File: src/rtl/deser_pkg.sv
package deser_pkg;

    // Link controller states
    typedef enum logic [1:0] {
        LNK_DOWN   = 2'd0,
        LNK_SETTLE = 2'd1,
        LNK_HUNT   = 2'd2,
        LNK_LOCKED = 2'd3
    } link_state_e;

    // Per-bit-clock framing events from the framer
    typedef struct packed {
        logic aligned;     // boundary exactly one word after the previous one
        logic misaligned;  // boundary at any other spacing
        logic loss;        // quiet interval reached the loss limit
        logic last_slot;   // this sample is the final slot of a word
        logic strobe_win;  // slot where the strobe may stay high
    } frame_evt_t;

    // Number of slots the strobe stays high
    function automatic int unsigned strobe_high(input int unsigned slots);
        return (slots + 1) / 2;
    endfunction

endpackage

File: src/rtl/deser_framer.sv
module deser_framer
    import deser_pkg::*;
#(
    parameter int SLOTS    = 7,
    parameter int LOSS_CYC = 14
) (
    input  logic       clk,
    input  logic       rst,
    input  logic       frm_in,
    output frame_evt_t evt
);
    localparam int SAT        = LOSS_CYC + 1;
    localparam int CW         = $clog2(SAT + 1);
    localparam int HOLD_SLOTS = int'(strobe_high(SLOTS)) - 2;

    localparam logic [CW-1:0] C_SLOTS = CW'(SLOTS);
    localparam logic [CW-1:0] C_LAST  = CW'(SLOTS - 1);
    localparam logic [CW-1:0] C_LOSS  = CW'(LOSS_CYC);
    localparam logic [CW-1:0] C_SAT   = CW'(SAT);
    localparam logic [CW-1:0] C_HOLD  = CW'(HOLD_SLOTS);

    logic          prev_q;
    logic [CW-1:0] cnt_q;
    logic [CW-1:0] slot_now;
    logic          rise;

    assign rise     = frm_in & ~prev_q;
    assign slot_now = rise ? '0 : cnt_q;

    always_ff @(posedge clk) begin
        if (rst) begin
            prev_q <= 1'b0;
            cnt_q  <= C_SAT;
        end else begin
            prev_q <= frm_in;
            if (rise)
                cnt_q <= CW'(1);
            else if (cnt_q != C_SAT)
                cnt_q <= cnt_q + CW'(1);
        end
    end

    always_comb begin
        evt.aligned    = rise && (cnt_q == C_SLOTS);
        evt.misaligned = rise && (cnt_q != C_SLOTS);
        evt.loss       = !rise && (cnt_q == C_LOSS);
        evt.last_slot  = !rise && (cnt_q == C_LAST);
        evt.strobe_win = slot_now <= C_HOLD;
    end

endmodule

File: src/rtl/deser_lane.sv
module deser_lane #(
    parameter int SLOTS = 7
) (
    input  logic             clk,
    input  logic             rst,
    input  logic             bit_in,
    output logic [SLOTS-1:0] slots_o
);
    logic [SLOTS-2:0] sh_q;

    // Oldest bit drifts toward bit 0, so slot j lands at index j
    always_ff @(posedge clk) begin
        if (rst)
            sh_q <= '0;
        else
            sh_q <= {bit_in, sh_q[SLOTS-2:1]};
    end

    assign slots_o = {bit_in, sh_q};

endmodule

File: src/rtl/deser_ctrl.sv
module deser_ctrl
    import deser_pkg::*;
#(
    parameter int SETTLE_CYC = 64
) (
    input  logic       clk,
    input  logic       rst,
    input  logic       pwr_dn_n,
    input  frame_evt_t evt,
    output logic       load_o,
    output logic       locked_o,
    output logic       stb_o
);
    localparam int SW = $clog2(SETTLE_CYC + 1);
    localparam logic [SW-1:0] C_SETTLE_END = SW'(SETTLE_CYC - 1);

    link_state_e   state_q, state_n;
    logic [SW-1:0] scnt_q, scnt_n;
    logic          stb_q, stb_n, lock_n;

    always_comb begin
        state_n = state_q;
        scnt_n  = scnt_q;
        if (!pwr_dn_n) begin
            state_n = LNK_DOWN;
            scnt_n  = '0;
        end else begin
            unique case (state_q)
                LNK_DOWN: begin
                    state_n = LNK_SETTLE;
                    scnt_n  = '0;
                end
                LNK_SETTLE: begin
                    if (scnt_q == C_SETTLE_END)
                        state_n = LNK_HUNT;
                    else
                        scnt_n = scnt_q + SW'(1);
                end
                LNK_HUNT: begin
                    if (evt.aligned)
                        state_n = LNK_LOCKED;
                end
                LNK_LOCKED: begin
                    if (evt.loss || evt.misaligned)
                        state_n = LNK_HUNT;
                end
                default: state_n = LNK_DOWN;
            endcase
        end
    end

    assign lock_n = (state_n == LNK_LOCKED);
    assign load_o = lock_n && evt.last_slot;
    assign stb_n  = lock_n && (load_o || (stb_q && evt.strobe_win));

    always_ff @(posedge clk) begin
        if (rst) begin
            state_q <= LNK_DOWN;
            scnt_q  <= '0;
            stb_q   <= 1'b0;
        end else begin
            state_q <= state_n;
            scnt_q  <= scnt_n;
            stb_q   <= stb_n;
        end
    end

    assign locked_o = (state_q == LNK_LOCKED);
    assign stb_o    = stb_q;

    AST_LOSS_UNLOCKS: assert property (@(posedge clk) disable iff (rst)
        evt.loss |=> !locked_o);

    AST_ALIGN_LOCKS: assert property (@(posedge clk) disable iff (rst)
        (state_q == LNK_HUNT && evt.aligned && pwr_dn_n) |=> locked_o);

    AST_SKEW_UNLOCKS: assert property (@(posedge clk) disable iff (rst)
        (locked_o && evt.misaligned) |=> !locked_o);

endmodule

File: src/rtl/quad_lane_deser.sv
module quad_lane_deser
    import deser_pkg::*;
#(
    parameter int LANES      = 4,
    parameter int SLOTS      = 7,
    parameter int SETTLE_CYC = 64,
    parameter int LOSS_CYC   = 14
) (
    input  logic                   clk,
    input  logic                   rst,
    input  logic                   pwr_dn_n,
    input  logic [LANES-1:0]       lane_in,
    input  logic                   frm_in,
    output logic [LANES*SLOTS-1:0] word_out,
    output logic                   word_stb,
    output logic                   locked
);
    localparam int WORD_W = LANES * SLOTS;

    frame_evt_t                  evt;
    logic                        load;
    logic [LANES-1:0][SLOTS-1:0] lane_slots;
    logic [WORD_W-1:0]           word_q;

    deser_framer #(.SLOTS(SLOTS), .LOSS_CYC(LOSS_CYC)) u_framer (
        .clk    (clk),
        .rst    (rst),
        .frm_in (frm_in),
        .evt    (evt)
    );

    for (genvar g = 0; g < LANES; g++) begin : g_lane
        deser_lane #(.SLOTS(SLOTS)) u_lane (
            .clk     (clk),
            .rst     (rst),
            .bit_in  (lane_in[g]),
            .slots_o (lane_slots[g])
        );
    end

    deser_ctrl #(.SETTLE_CYC(SETTLE_CYC)) u_ctrl (
        .clk      (clk),
        .rst      (rst),
        .pwr_dn_n (pwr_dn_n),
        .evt      (evt),
        .load_o   (load),
        .locked_o (locked),
        .stb_o    (word_stb)
    );

    always_ff @(posedge clk) begin
        if (rst || !pwr_dn_n)
            word_q <= '0;
        else if (load)
            word_q <= lane_slots;
    end

    assign word_out = word_q;

    AST_PD_CLEARS: assert property (@(posedge clk) disable iff (rst)
        !pwr_dn_n |=> (word_out == '0 && !word_stb && !locked));

    AST_STB_NEEDS_LOCK: assert property (@(posedge clk) disable iff (rst)
        word_stb |-> locked);

    AST_WORD_ON_STB: assert property (@(posedge clk) disable iff (rst)
        (!$past(rst) && word_out != $past(word_out))
            |-> ($rose(word_stb) || !$past(pwr_dn_n)));

endmodule

File: config.mk
export PLATFORM = sky130hd
export DESIGN_NAME = quad_lane_deser
export DESIGN_NICKNAME = d
export VERILOG_FILES = /design/src/rtl/deser_pkg.sv /design/src/rtl/deser_framer.sv /design/src/rtl/deser_lane.sv /design/src/rtl/deser_ctrl.sv /design/src/rtl/quad_lane_deser.sv
export SDC_FILE = /design/constraint.sdc
export NUM_CORES = 1
export LEC_CHECK = 0
export BUFFER_PORTS_ARGS = -buffer_cell sky130_fd_sc_hd__buf_2
export CAP_MARGIN = 20
export CORE_MARGIN = 2
export CORE_UTILIZATION = 50
export CTS_CLUSTER_SIZE = 10
export DETAILED_ROUTE_END_ITERATION = 10
export PLACE_DENSITY = 0.74
export SLEW_MARGIN = 30
export SYNTH_ARGS = -nofsm -noshare
export SYNTH_HDL_FRONTEND = slang
export SYNTH_SLANG_ARGS = --single-unit
File: constraint.sdc
create_clock -name clk -period 1.6 [get_ports clk]
set_clock_uncertainty 0.05 [all_clocks]
set_input_delay 0.32 -clock clk [delete_from_list [all_inputs] [get_ports clk]]
set_output_delay 0.32 -clock clk [all_outputs]
set_load 0.02 [all_outputs]
==> metrics.md, run 1 <==
| Metric | Value |
|---|---|
| Async S/R FF share, synth | 0% |
| Die height | 75.9 um |
| Overall via count from detail_route | 1,979 |
| Die width | 75.9 um |
| Ys flop type | dfxtp_1 |
| Synth top area cells | dfxtp_1 (52%), nand2_1 (7.0%), a21oi_2 (6.8%) |
| Wirelength per Cell | 13.2 um |
| Worst setup EP type | flop |
| Synth Area in Compound Gates | 15.3% |
| Nets | 331 |
| Drt first-iter violations | 57 |
| Max Cap Viol | 0 |
| Synthesized cell area | 2590 um2 |
| Slew Limit Fails | 0 |
| Final setup margin | -0.0389 ns |
| Post-synth EDFFs | 0 |
| Max VDD drop | 690 uV |
| CTS tree | yes |
| Final setup viols | 24 |
| Pin count of the biggest net entering global routing | 30 |
| Post-synthesis mux area share | 0.387% |
| Tot GR Track Use | 17.7% |
| Worst-path clk slew | 0.07 ns |
| Post-Syn Area per Cell | 9.65 um2 |
| Gr ovfl total | 0 |
| Slew of the pin with the lowest slew margin | 0.383 ns |
| Worst min path class | primary input to flop |
| # rows | 26 |
| Crit path DAT | 1.81 ns |
| Util after Layout | 63.8% |
| Crit path launch type | flop |
| RSZ-0062 raised after global routing | yes |
| Xor/xnor share of the synthesized area | 0.338% |
| # placed instances | 374 |
| Vias in the first global route | 1,805 |
| Final Hold Viols | 0 |
| Yosys Warn Count | 0 |
| Routed Wire Length | 5.21 mm |
| Initial antenna violation count | 0 |
| First-pass GRT wire length | 8.11 mm |
| Hold buffer count at cts | 0 |
| Max FO, Critical Path | 7 |
| Adder-Cell Fraction of Synth Area | 1.45% |
| Syn nets | 279 |
| Starting density of the core | 51.3% |
| Yosys top cell area share | 51.8% |
| Die area | 5770 um2 |
| Final period utilization | 102% |
| Seq/Total Area, Yosys | 51.8% |
| Num Clock Sinks | 67 |
| Clock buffer depth | 2 |
| Placer congestion estimate | 0.798 |
| DRC | 0 |
| Synth Area in Simple Gates | 26.0% |
| Grt met2 use | 29.8% |
| Critical Path RT | 1.77 ns |
| Netlist cell types | 40 |
| Total CTS buffers | 9 |
| Port bufs | 37 |
| Antenna Cells | 0 |
| Fin cells | 395 |
| Final min period | 1.64 ns |
| Cell taking the most area after synthesis | dfxtp_1 |
| Seq cells post-synth | 67 |
| Clock root buffer | clkbuf_8 |
| Failing checks | setup timing |
| Leak | 0.00124 uW |
| CTS H-tree lvls | 3 |
| WS Path Type | flop to flop |
| Vias per cell | 5.01 |
| DP Wirelength | 3.28 mm |
| Skew-Pair Late Insertion Delay | 0.33 ns |
| 1st-pass router iterations | 4 |
| ANT nets after route | 0 |
| Core Footprint | 5040 um2 |
| Max transition margin | 74.4% |
| Met3 Resource Use GR | 5.95% |
| Global Route met1 Usage | 20.4% |
| I/O pin total | 38 |
| Outcome | finished with violations |
| Max Freq | 610 MHz |
| Pwr Density | 997 nW/um2 |
| Gr busiest metal | met2 |
| Layout cells sized above 1 | 39.4% |
| Synth Instances | 268 |
| Main combinational cell family by area after synthesis | simple AND/OR/NAND/NOR gates |
| Layout Area Growth over Synthesis | 24.4% |
-- what timing repair did --
item / 4_1_cts / 5_1_grt
resized for setup: 0 / 20
buffers inserted: 0 / 2
gates cloned: 0 / 3
endpoints found under the setup margin: 4 / 33
pin swaps: 0 / 18
-- routing by layer --
metal / vias up / routed length, um
li1: 999 / -
met1: 939 / 2280
met2: 31 / 2650
met3: 10 / 172
met4: 0 / 108
met5: - / 0
-- cell type report --
class                           instances  area [um2]
Clock buffer                           12         145
Sequential cell                        67        1340
Inverter                                3        11.3
Multi-Input combinational cell        184        1210
Tap cell                               70        87.6
Fill cell                             440        1820
Timing Repair Buffer                   55         392
Clock inverter                          4        26.3
-- registers in the layout, indices dropped and copies added (netlist names) --
register / flops
u_ctrl.stb_o: 1
u_framer.prev_q: 1
word_out: 28
u_ctrl.state_q: 2
u_framer.cnt_q: 4
u_ctrl.scnt_q: 7
g_lane.u_lane.sh_q: 24
-- synthesized netlist by cell type, types with 2 or more instances --
cell / number
a21oi_2: 20
buf_12: 2
a31oi_1: 4
a211oi_1: 2
o21ai_0: 6
nand2_2: 21
inv_1: 3
and4_1: 2
o21bai_1: 4
buf_6: 3
nor2b_1: 27
nand3_1: 3
nor2_1: 5
clkbuf_1: 7
or3_1: 2
ha_1: 3
nand2_1: 48
o22ai_1: 2
a21oi_1: 14
dfxtp_1: 67
nand2b_1: 4
-- metrics by stage --
| step | instance area (um2) | setup slack [ns] | hold slack, ns | power, uW | TNS, ns |
|---|---|---|---|---|---|
| floorplan | 2610 | -0.0508 | 0.355 | 1930 | -0.990 |
| global placement | 2890 | 0.0366 | 0.367 | 2000 | 0 |
| detailed placement | 2890 | -0.000478 | 0.385 | 2010 | -0.000478 |
| CTS | 3070 | -0.00744 | 0.142 | 3220 | -0.0206 |
| global route | 3220 | -0.0879 | 0.160 | 3340 | -1.77 |
| finish | 3220 | -0.0389 | 0.152 | 3210 | -0.480 |
-- critical path, cell delays in order (launching register included) --
cell and delay, ns:
dfxtp_2 0.33, inv_2 0.08, ha_4 0.14, nand2_4 0.05, or4_4 0.55, clkbuf_16 0.22
nand2_2 0.05, a21oi_1 0.05
-- cells in the final DEF (no fill, tap or decap), types with 2 or more instances in the layout --
cell type / instances
clkbuf_1: 2
buf_12: 2
dfxtp_1: 65
o22ai_1: 2
o21bai_1: 4
clkinv_2: 2
or3_1: 2
inv_1: 2
buf_2: 37
nor2b_1: 27
a21oi_2: 20
a21oi_1: 14
nand2b_1: 3
ha_1: 2
nor2_1: 4
and4_1: 2
buf_6: 3
clkbuf_16: 2
nand2_2: 18
nand2_1: 41
buf_4: 11
dfxtp_2: 2
a211oi_1: 2
a31oi_1: 4
nand2_4: 11
clkbuf_8: 10
nand3_1: 3
o21ai_0: 6
-- worst paths after layout --
path | endpoint | slack (ns) | cells past startpoint | startpoint
worst max-delay path | word_out[6]$_SDFFE_PP0P_ | -0.04 | 7 | u_framer.cnt_q[0]$_SDFFE_PP1N_
worst min-delay path | g_lane[1].u_lane.sh_q[5]$_SDFF_PP0_ | 0.15 | 2 | lane_in[1]
worst max register to register | word_out[6]$_SDFFE_PP0P_ | -0.04 | 7 | u_framer.cnt_q[0]$_SDFFE_PP1N_
worst min register to register | word_out[7]$_SDFFE_PP0P_ | 0.39 | 2 | g_lane[1].u_lane.sh_q[0]$_SDFF_PP0_
-- where the power goes --
part	total, uW	switching [uW]	internal [uW]	leakage [uW]
Combinational	266	139	127	0.000612
Clock	1220	613	603	0.0000863
Sequential	1730	23.4	1700	0.000543
Total	3210	775	2430	0.00124
-- cells by family (layout without fill, tap and decap cells) --
logic type,Yosys count,count (layout)
AND/OR/NAND/NOR,122,122
flip-flops,67,67
AO/OA/AOI/OAI,57,57
XOR/XNOR,1,1
adder cells (fa/ha/maj),3,3
buffers and inverters,17,74
multiplexers,1,1
No activity file was read; power rests on OpenSTA's default activity.
==> run 2: changes to the inputs <==
==> constraint.sdc (replaced) <==
create_clock -name clk -period 1.6 [get_ports clk]
set_clock_uncertainty 0.05 [all_clocks]
set_input_delay 0.4 -clock clk [delete_from_list [all_inputs] [get_ports clk]]
set_output_delay 0.4 -clock clk [all_outputs]
set_load 0.02 [all_outputs]
==> run 2 against run 1 <==
The flow still finishes with violations (setup timing). Die area stayed put. Sequential share of layout area is 0.20 points lower. Register-to-register slack better by 0.02 ns. Critical path depth is 2 higher. Clock power hardly changed. Count of clock-buffer cells in the layout stayed put. Highest routed layer unchanged.
==> metrics.md, run 2 (synthesis gave the netlist of run 1 again) <==
| Metric | Value |
|---|---|
| Worst-path clk slew | 0.07 ns (about the same) |
| Antenna Cells | 0 (unchanged) |
| Gr ovfl total | 0 (unchanged) |
| Num Clock Sinks | 67 (unchanged) |
| Final Hold Viols | 0 (unchanged) |
| Commonest non-fill, non-tap cell in the layout | dfxtp_1 |
| 1st-pass router iterations | 4 (unchanged) |
| Core Footprint | 5040 um2 (unchanged) |
| Critical-path top delay cell | dfxtp_2 |
| Pwr Density | 1000 nW/um2 (+0.69%) |
| Total CTS buffers | 9 (unchanged) |
| Die area | 5770 um2 (unchanged) |
| Wirelength per Cell | 13.0 um (-1.3%) |
| Port bufs | 37 (unchanged) |
| Vias per cell | 4.91 (-2.0%) |
| ANT nets after route | 0 (unchanged) |
| I/O pin total | 38 (unchanged) |
| Critical-path cell list | inv_2 -> ha_4 -> nand2_4 -> buf_6 -> nor4_4 -> buf_4 -> buf_12 -> nand2_1 -> a21oi_2 |
| Die height | 75.9 um (unchanged) |
| Final period utilization | 101% (-1.1 points) |
| Layout cells sized above 1 | 41.2% (+1.8 points) |
| Slew of the pin with the lowest slew margin | 0.316 ns (-0.0673 ns) |
| Max reg flops | 28 (unchanged) |
| Overall via count from detail_route | 1,955 (-1.2%) |
| RSZ-0062 raised after global routing | yes |
| Placer congestion estimate | 0.810 (+1.5%) |
| Outcome | finished with violations |
| Nets | 334 (+0.91%) |
| CP top delay family | buffers and inverters |
| Buffers & Inverters on Critical Path | 4 (+2) |
| Crit path launch type | flop |
| Final setup margin | -0.0211 ns (+0.0178 ns) |
| Routed Wire Length | 5.18 mm (-0.58%) |
| Initial antenna violation count | 0 (unchanged) |
| Worst setup EP type | flop |
| R2R setup slack | -0.02 ns (+0.02 ns) |
| Layout Area Growth over Synthesis | 25.2% |
| Pin count of the biggest net entering global routing | 30 (unchanged) |
| Drt first-iter violations | 115 (+100%) |
| Max FO, Critical Path | 7 (unchanged) |
| Failing checks | setup timing |
| Area post-placement | 2930 um2 (+1.2%) |
| WS Path Type | flop to flop |
| Final setup viols | 9 (-63%) |
| Max transition margin | 78.7% (+4.3 points) |
| Layout fillers | 421 (-4.3%) |
| Starting density of the core | 51.3% (unchanged) |
| Tot GR Track Use | 17.9% (+0.14 points) |
| Leak | 0.00132 uW (+6.5%) |
| Vias in the first global route | 1,807 (+0.11%) |
| Worst min path class | primary input to flop |
| Commonest cells after routing, fill and taps aside | dfxtp_1 (65), nand2_1 (38), buf_2 (37) |
| Highest cell delay on the worst timing path | 0.32 ns (-0.23 ns) |
| First-pass GRT wire length | 8.18 mm (+0.85%) |
| Final instance area | 3240 um2 (+0.66%) |
| Max VDD drop | 764 uV (+11%) |
| Final min period | 1.62 ns (-0.0178 ns) |
| CTS H-tree lvls | 3 (unchanged) |
| Skew-Pair Late Insertion Delay | 0.33 ns (about the same) |
| Max Freq | 617 MHz (+1.1%) |
| Max Cap Viol | 0 (unchanged) |
| CTS tree | yes |
| Critical Path RT | 1.81 ns (+0.04 ns) |
| DRC | 0 (unchanged) |
| Clock root buffer | clkbuf_8 |
| DP Wirelength | 3.18 mm (-3.1%) |
| Crit path DAT | 1.83 ns (+0.02 ns) |
| Slew Limit Fails | 0 (unchanged) |
| Clock buffer depth | 2 (unchanged) |
| Die width | 75.9 um (unchanged) |
| Min Hold Slack | 0.245 ns (+0.0931 ns) |
| # rows | 26 (unchanged) |
-- run 2: area by class of cell --
class	instances	area, um2	area share (%)
multi-input cells	184	1200	36.9
repair buffers	58	419	12.9
clock buffers	12	155	4.79
inverters	3	11.3	0.347
clock inverters	4	25.0	0.772
flip-flops and latches	67	1350	41.5
well taps	70	87.6	2.70
-- run 2: repair_timing --
| item | CTS | global route |
|---|---|---|
| gates resized for setup | 0 | 18 |
| hold buffers | 0 | 0 |
| setup endpoints to repair | 0 | 33 |
| buffers inserted | 0 | 3 |
| endpoints found under the hold margin | 0 | 0 |
-- run 2: worst paths after layout --
check | from | end | cells after the start
setup / recovery | u_framer.cnt_q[0]$_SDFFE_PP1N_ | word_out[22]$_SDFFE_PP0P_ | 9
hold / removal | lane_in[2] | g_lane[2].u_lane.sh_q[5]$_SDFF_PP0_ | 2
setup reg to reg | u_framer.cnt_q[0]$_SDFFE_PP1N_ | word_out[22]$_SDFFE_PP0P_ | 9
hold reg to reg | u_ctrl.scnt_q[6]$_SDFFE_PP0P_ | u_ctrl.scnt_q[6]$_SDFFE_PP0P_ | 2
-- run 2: metrics by stage --
step           util [%]  TNS, ns  std cells  setup slack (ns)  total power [uW]
6_report           64.3  -0.0813        398           -0.0211              3250
5_1_grt            64.3    -1.34        398           -0.0769              3390
4_1_cts            61.7        0        393           0.00160              3270
3_5_place_dp       58.1   -0.102        377           -0.0182              2020
3_3_place_gp       58.1        0        377           0.00616              2020
2_1_floorplan         -   -0.990        268           -0.0508              1930
-- run 2: worst register-to-register path, delay by kind of cell, from the launching register on --
family	cells	cell delay [ns]
compound gates	1	0.13
fa+ha+maj	1	0.14
buf+inv	4	0.55
flops	1	0.32
simple gates	3	0.36
-- run 2: power by group --
part / internal (uW) / leakage, uW / switching (uW)
Combinational: 131 / 0.000691 / 135
Clock: 642 / 0.0000884 / 613
Sequential: 1710 / 0.000544 / 27.8
Total: 2480 / 0.00132 / 775
-- run 2: per-layer routing --
metal	global-route usage [%]	routed length, um	vias up
li1	-	-	1004
met1	21.3	2380	919
met2	29.9	2560	28
met3	4.76	187	4
met4	8.73	59	0
met5	0	0	-
==> run 3: changes to the inputs <==
Settings changed: ABC_AREA set to 1.
==> run 3 against run 2 <==
The flow now finishes without violations. Highest routed layer unchanged. Via count rose by 8.9%. Cell count up 23%. Clock power grew 22%. Worst setup slack improved by 0.14 ns.
==> metrics.md, run 3 <==
| Metric | Value |
|---|---|
| Outcome | finished, final reports clean |
| Most common cell in the netlist | nand2_1 |
| Leak | 0.00175 uW (+32%) |
| RSZ-0062 raised after global routing | no |
| Final period utilization | 92.6% (-8.7 points) |
| Die width | 76.0 um (about the same) |
| Highest cell delay on the worst timing path | 0.35 ns (+0.03 ns) |
| Post-synthesis mux area share | 0% (-0.39 points) |
| Crit path DAT | 1.66 ns (-0.17 ns) |
| Max VDD drop | 621 uV (-19%) |
| Clock root buffer | clkbuf_8 |
| Tot GR Track Use | 17.3% (-0.55 points) |
| Max transition margin | 82.2% (+3.5 points) |
| Routed Wire Length | 4.60 mm (-11%) |
| Slew of the pin with the lowest slew margin | 0.268 ns (-0.0478 ns) |
| Area post-placement | 2870 um2 (-2.0%) |
| Min Hold Slack | 0.229 ns (-0.0166 ns) |
| Adder-Cell Fraction of Synth Area | 1.45% (about the same) |
| Post_cts resized | 0 (unchanged) |
| Max FO, Critical Path | 41 (+34) |
| Drt first-iter violations | 69 (-40%) |
| Worst setup EP type | flop |
| Pwr Density | 1110 nW/um2 (+10%) |
| Num Clock Sinks | 67 (unchanged) |
| WS Path Type | flop to flop |
| Max Cap Viol | 0 (unchanged) |
| Overall via count from detail_route | 2,129 (+8.9%) |
| Vias per cell | 4.36 (-11%) |
| Placer congestion estimate | 0.781 (-3.5%) |
| Buffers & Inverters on Critical Path | 2 (-2) |
| ANT nets after route | 0 (unchanged) |
| Wirelength per Cell | 9.43 um (-28%) |
| Gr ovfl total | 0 (unchanged) |
| Main combinational cell family by area after synthesis | simple AND/OR/NAND/NOR gates |
| Die area | 5770 um2 (about the same) |
| # placed instances | 472 (+25%) |
| Skew-Pair Late Insertion Delay | 0.34 ns (about the same) |
| # rows | 26 (unchanged) |
| Max reg flops | 28 (unchanged) |
| Fin cells | 488 (+23%) |
| Final setup viols | 0 (-9) |
| Final setup TNS | 0 ns (+0.0813 ns) |
| CP top delay family | simple AND/OR/NAND/NOR gates |
| Critical Path RT | 1.78 ns (-0.03 ns) |
| Die height | 76.0 um (about the same) |
| Most frequent cells after synthesis | nand2_1 (98), nor2_1 (92), inv_1 (72) |
| Layout fillers | 478 (+14%) |
| Final instance area | 3110 um2 (-4.0%) |
| Synth Area in Compound Gates | 1.06% (-14 points) |
| First-pass GRT wire length | 8.12 mm (-0.67%) |
| Yosys top cell area share | 51.8% (about the same) |
| CTS tree | yes |
| Vias in the first global route | 1,966 (+8.8%) |
| Yosys Warn Count | 0 (unchanged) |
| Initial antenna violation count | 0 (unchanged) |
| Async S/R FF share, synth | 0% (unchanged) |
| Cell taking the most area after synthesis | dfxtp_1 |
| Slew Limit Fails | 0 (unchanged) |
| DP Wirelength | 2.98 mm (-6.2%) |
| 1st-pass router iterations | 4 (unchanged) |
| Total CTS buffers | 9 (unchanged) |
| CTS H-tree lvls | 3 (unchanged) |
| Antenna Cells | 0 (unchanged) |
| Total power | 3450 uW (+6.0%) |
| Commonest cells after routing, fill and taps aside | nand2_1 (97), nor2_1 (89), inv_1 (72) |
| Seq/Total Area, Yosys | 51.8% (about the same) |
| Clock buffer depth | 2 (unchanged) |
| Nets | 424 (+27%) |
| Post-synth EDFFs | 0 (unchanged) |
| Starting density of the core | 51.4% (about the same) |
| Seq cells post-synth | 67 (unchanged) |
| Crit path launch type | flop |
| Area taken by multi-input logic gates | 917 um2 (-23%) |
| Max Freq | 675 MHz (+9.4%) |
| Synthesized cell area | 2590 um2 (about the same) |
| Final min period | 1.48 ns (-0.139 ns) |
| Hold buffer count at cts | 0 (unchanged) |
| Core Footprint | 5040 um2 (unchanged) |
| Synth Area in Simple Gates | 31.5% (+5.6 points) |
| I/O pin total | 38 (unchanged) |
| Syn nets | 381 (+37%) |
| Critical-path cell list | inv_1 -> ha_1 -> nand3_1 -> nand2_1 -> nand2_1 -> nand3_2 -> buf_12 -> nor2_1 -> nor2_1 |
| Port bufs | 37 (unchanged) |
| Pin count of the biggest net entering global routing | 42 (+40%) |
| Xor/xnor share of the synthesized area | 0.676% (+0.34 points) |
| Layout cells sized above 1 | 16.7% (-24 points) |
| Setup bufs post-CTS | 0 (unchanged) |
| Layout Area Growth over Synthesis | 20.1% |
| Worst min path class | primary input to flop |
| DRC | 0 (unchanged) |
| Netlist cell types | 19 (-53%) |
| Synth Instances | 370 (+38%) |
| Flip-flop and latch area | 1350 um2 (unchanged) |
| Worst-path clk slew | 0.07 ns (about the same) |
| Ys flop type | dfxtp_1 |
| Final Hold Viols | 0 (unchanged) |
| Critical-path top delay cell | dfxtp_2 |
| Commonest non-fill, non-tap cell in the layout | nand2_1 |
| Synth top area cells | dfxtp_1 (52%), nand2_1 (14%), nor2_1 (13%) |
| Post-Syn Area per Cell | 7.00 um2 (-27%) |
[run 3: cell types whose count changed after synthesis, sizes merged, moves of 8 or more]
cell   delta
nand3     +8
a21oi    -32
inv      +69
nand2    +28
nor2     +88
nor2b    -27
[run 3: kinds of logic (layout without fill, tap and decap cells)]
group                    count (synthesis)  count (layout)
flip-flops                              67              67
AND/OR/NAND/NOR                        208             208
buffers and inverters                   85             133
AO/OA/AOI/OAI                            5               5
adder cells (fa/ha/maj)                  3               3
XOR/XNOR                                 2               2
[run 3: worst reg2reg max path: stages, from the launching register on]
cell and delay, ns:
dfxtp_2 0.35, inv_1 0.06, ha_1 0.20, nand3_1 0.08
nand2_1 0.05, nand2_1 0.08, nand3_2 0.12, buf_12 0.19
nor2_1 0.16, nor2_1 0.06
[run 3: cell type report]
class,instances,share of cell area [%]
multi-input cells,218,29.5
well taps,70,2.82
inverters,73,8.81
clock buffers,12,4.67
clock inverters,4,2.37
flip-flops and latches,67,43.3
repair buffers,44,8.57
[run 3: routing by layer]
layer  wire length, um  vias to the layer above  track usage, %  part of all wire [%]
met5                 0                        -               0                     0
met4                79                        0            9.45                   1.7
met3               212                       13            3.91                   4.6
met2              2120                       47            28.7                    46
met1              2190                      917            20.9                    48
li1                  -                     1152               -                     -
[run 3: metrics by stage]
| stage | util (%) | worst slack, ns |
|---|---|---|
| after floorplan | - | 0.124 |
| after global placement | 56.9 | 0.122 |
| after detailed placement | 56.9 | 0.100 |
| after CTS | 61.3 | 0.0784 |
| after global routing | 61.7 | 0.000959 |
| final | 61.7 | 0.118 |
[run 3: final timing paths]
check / start / endpoint / slack, ns / cells after the start
min: lane_in[0] / g_lane[0].u_lane.sh_q[5]$_SDFF_PP0_ / 0.23 / 3
min reg2reg: g_lane[0].u_lane.sh_q[3]$_SDFF_PP0_ / g_lane[0].u_lane.sh_q[2]$_SDFF_PP0_ / 0.37 / 2
max: u_framer.cnt_q[0]$_SDFFE_PP1N_ / word_out[4]$_SDFFE_PP0P_ / 0.12 / 9
max reg2reg: u_framer.cnt_q[0]$_SDFFE_PP1N_ / word_out[4]$_SDFFE_PP0P_ / 0.12 / 9
[run 3: report_power, final]
group | total (uW) | internal [uW] | switching (uW)
Sequential | 1740 | 1710 | 29.9
Clock | 1530 | 922 | 606
Combinational | 184 | 68.8 | 115
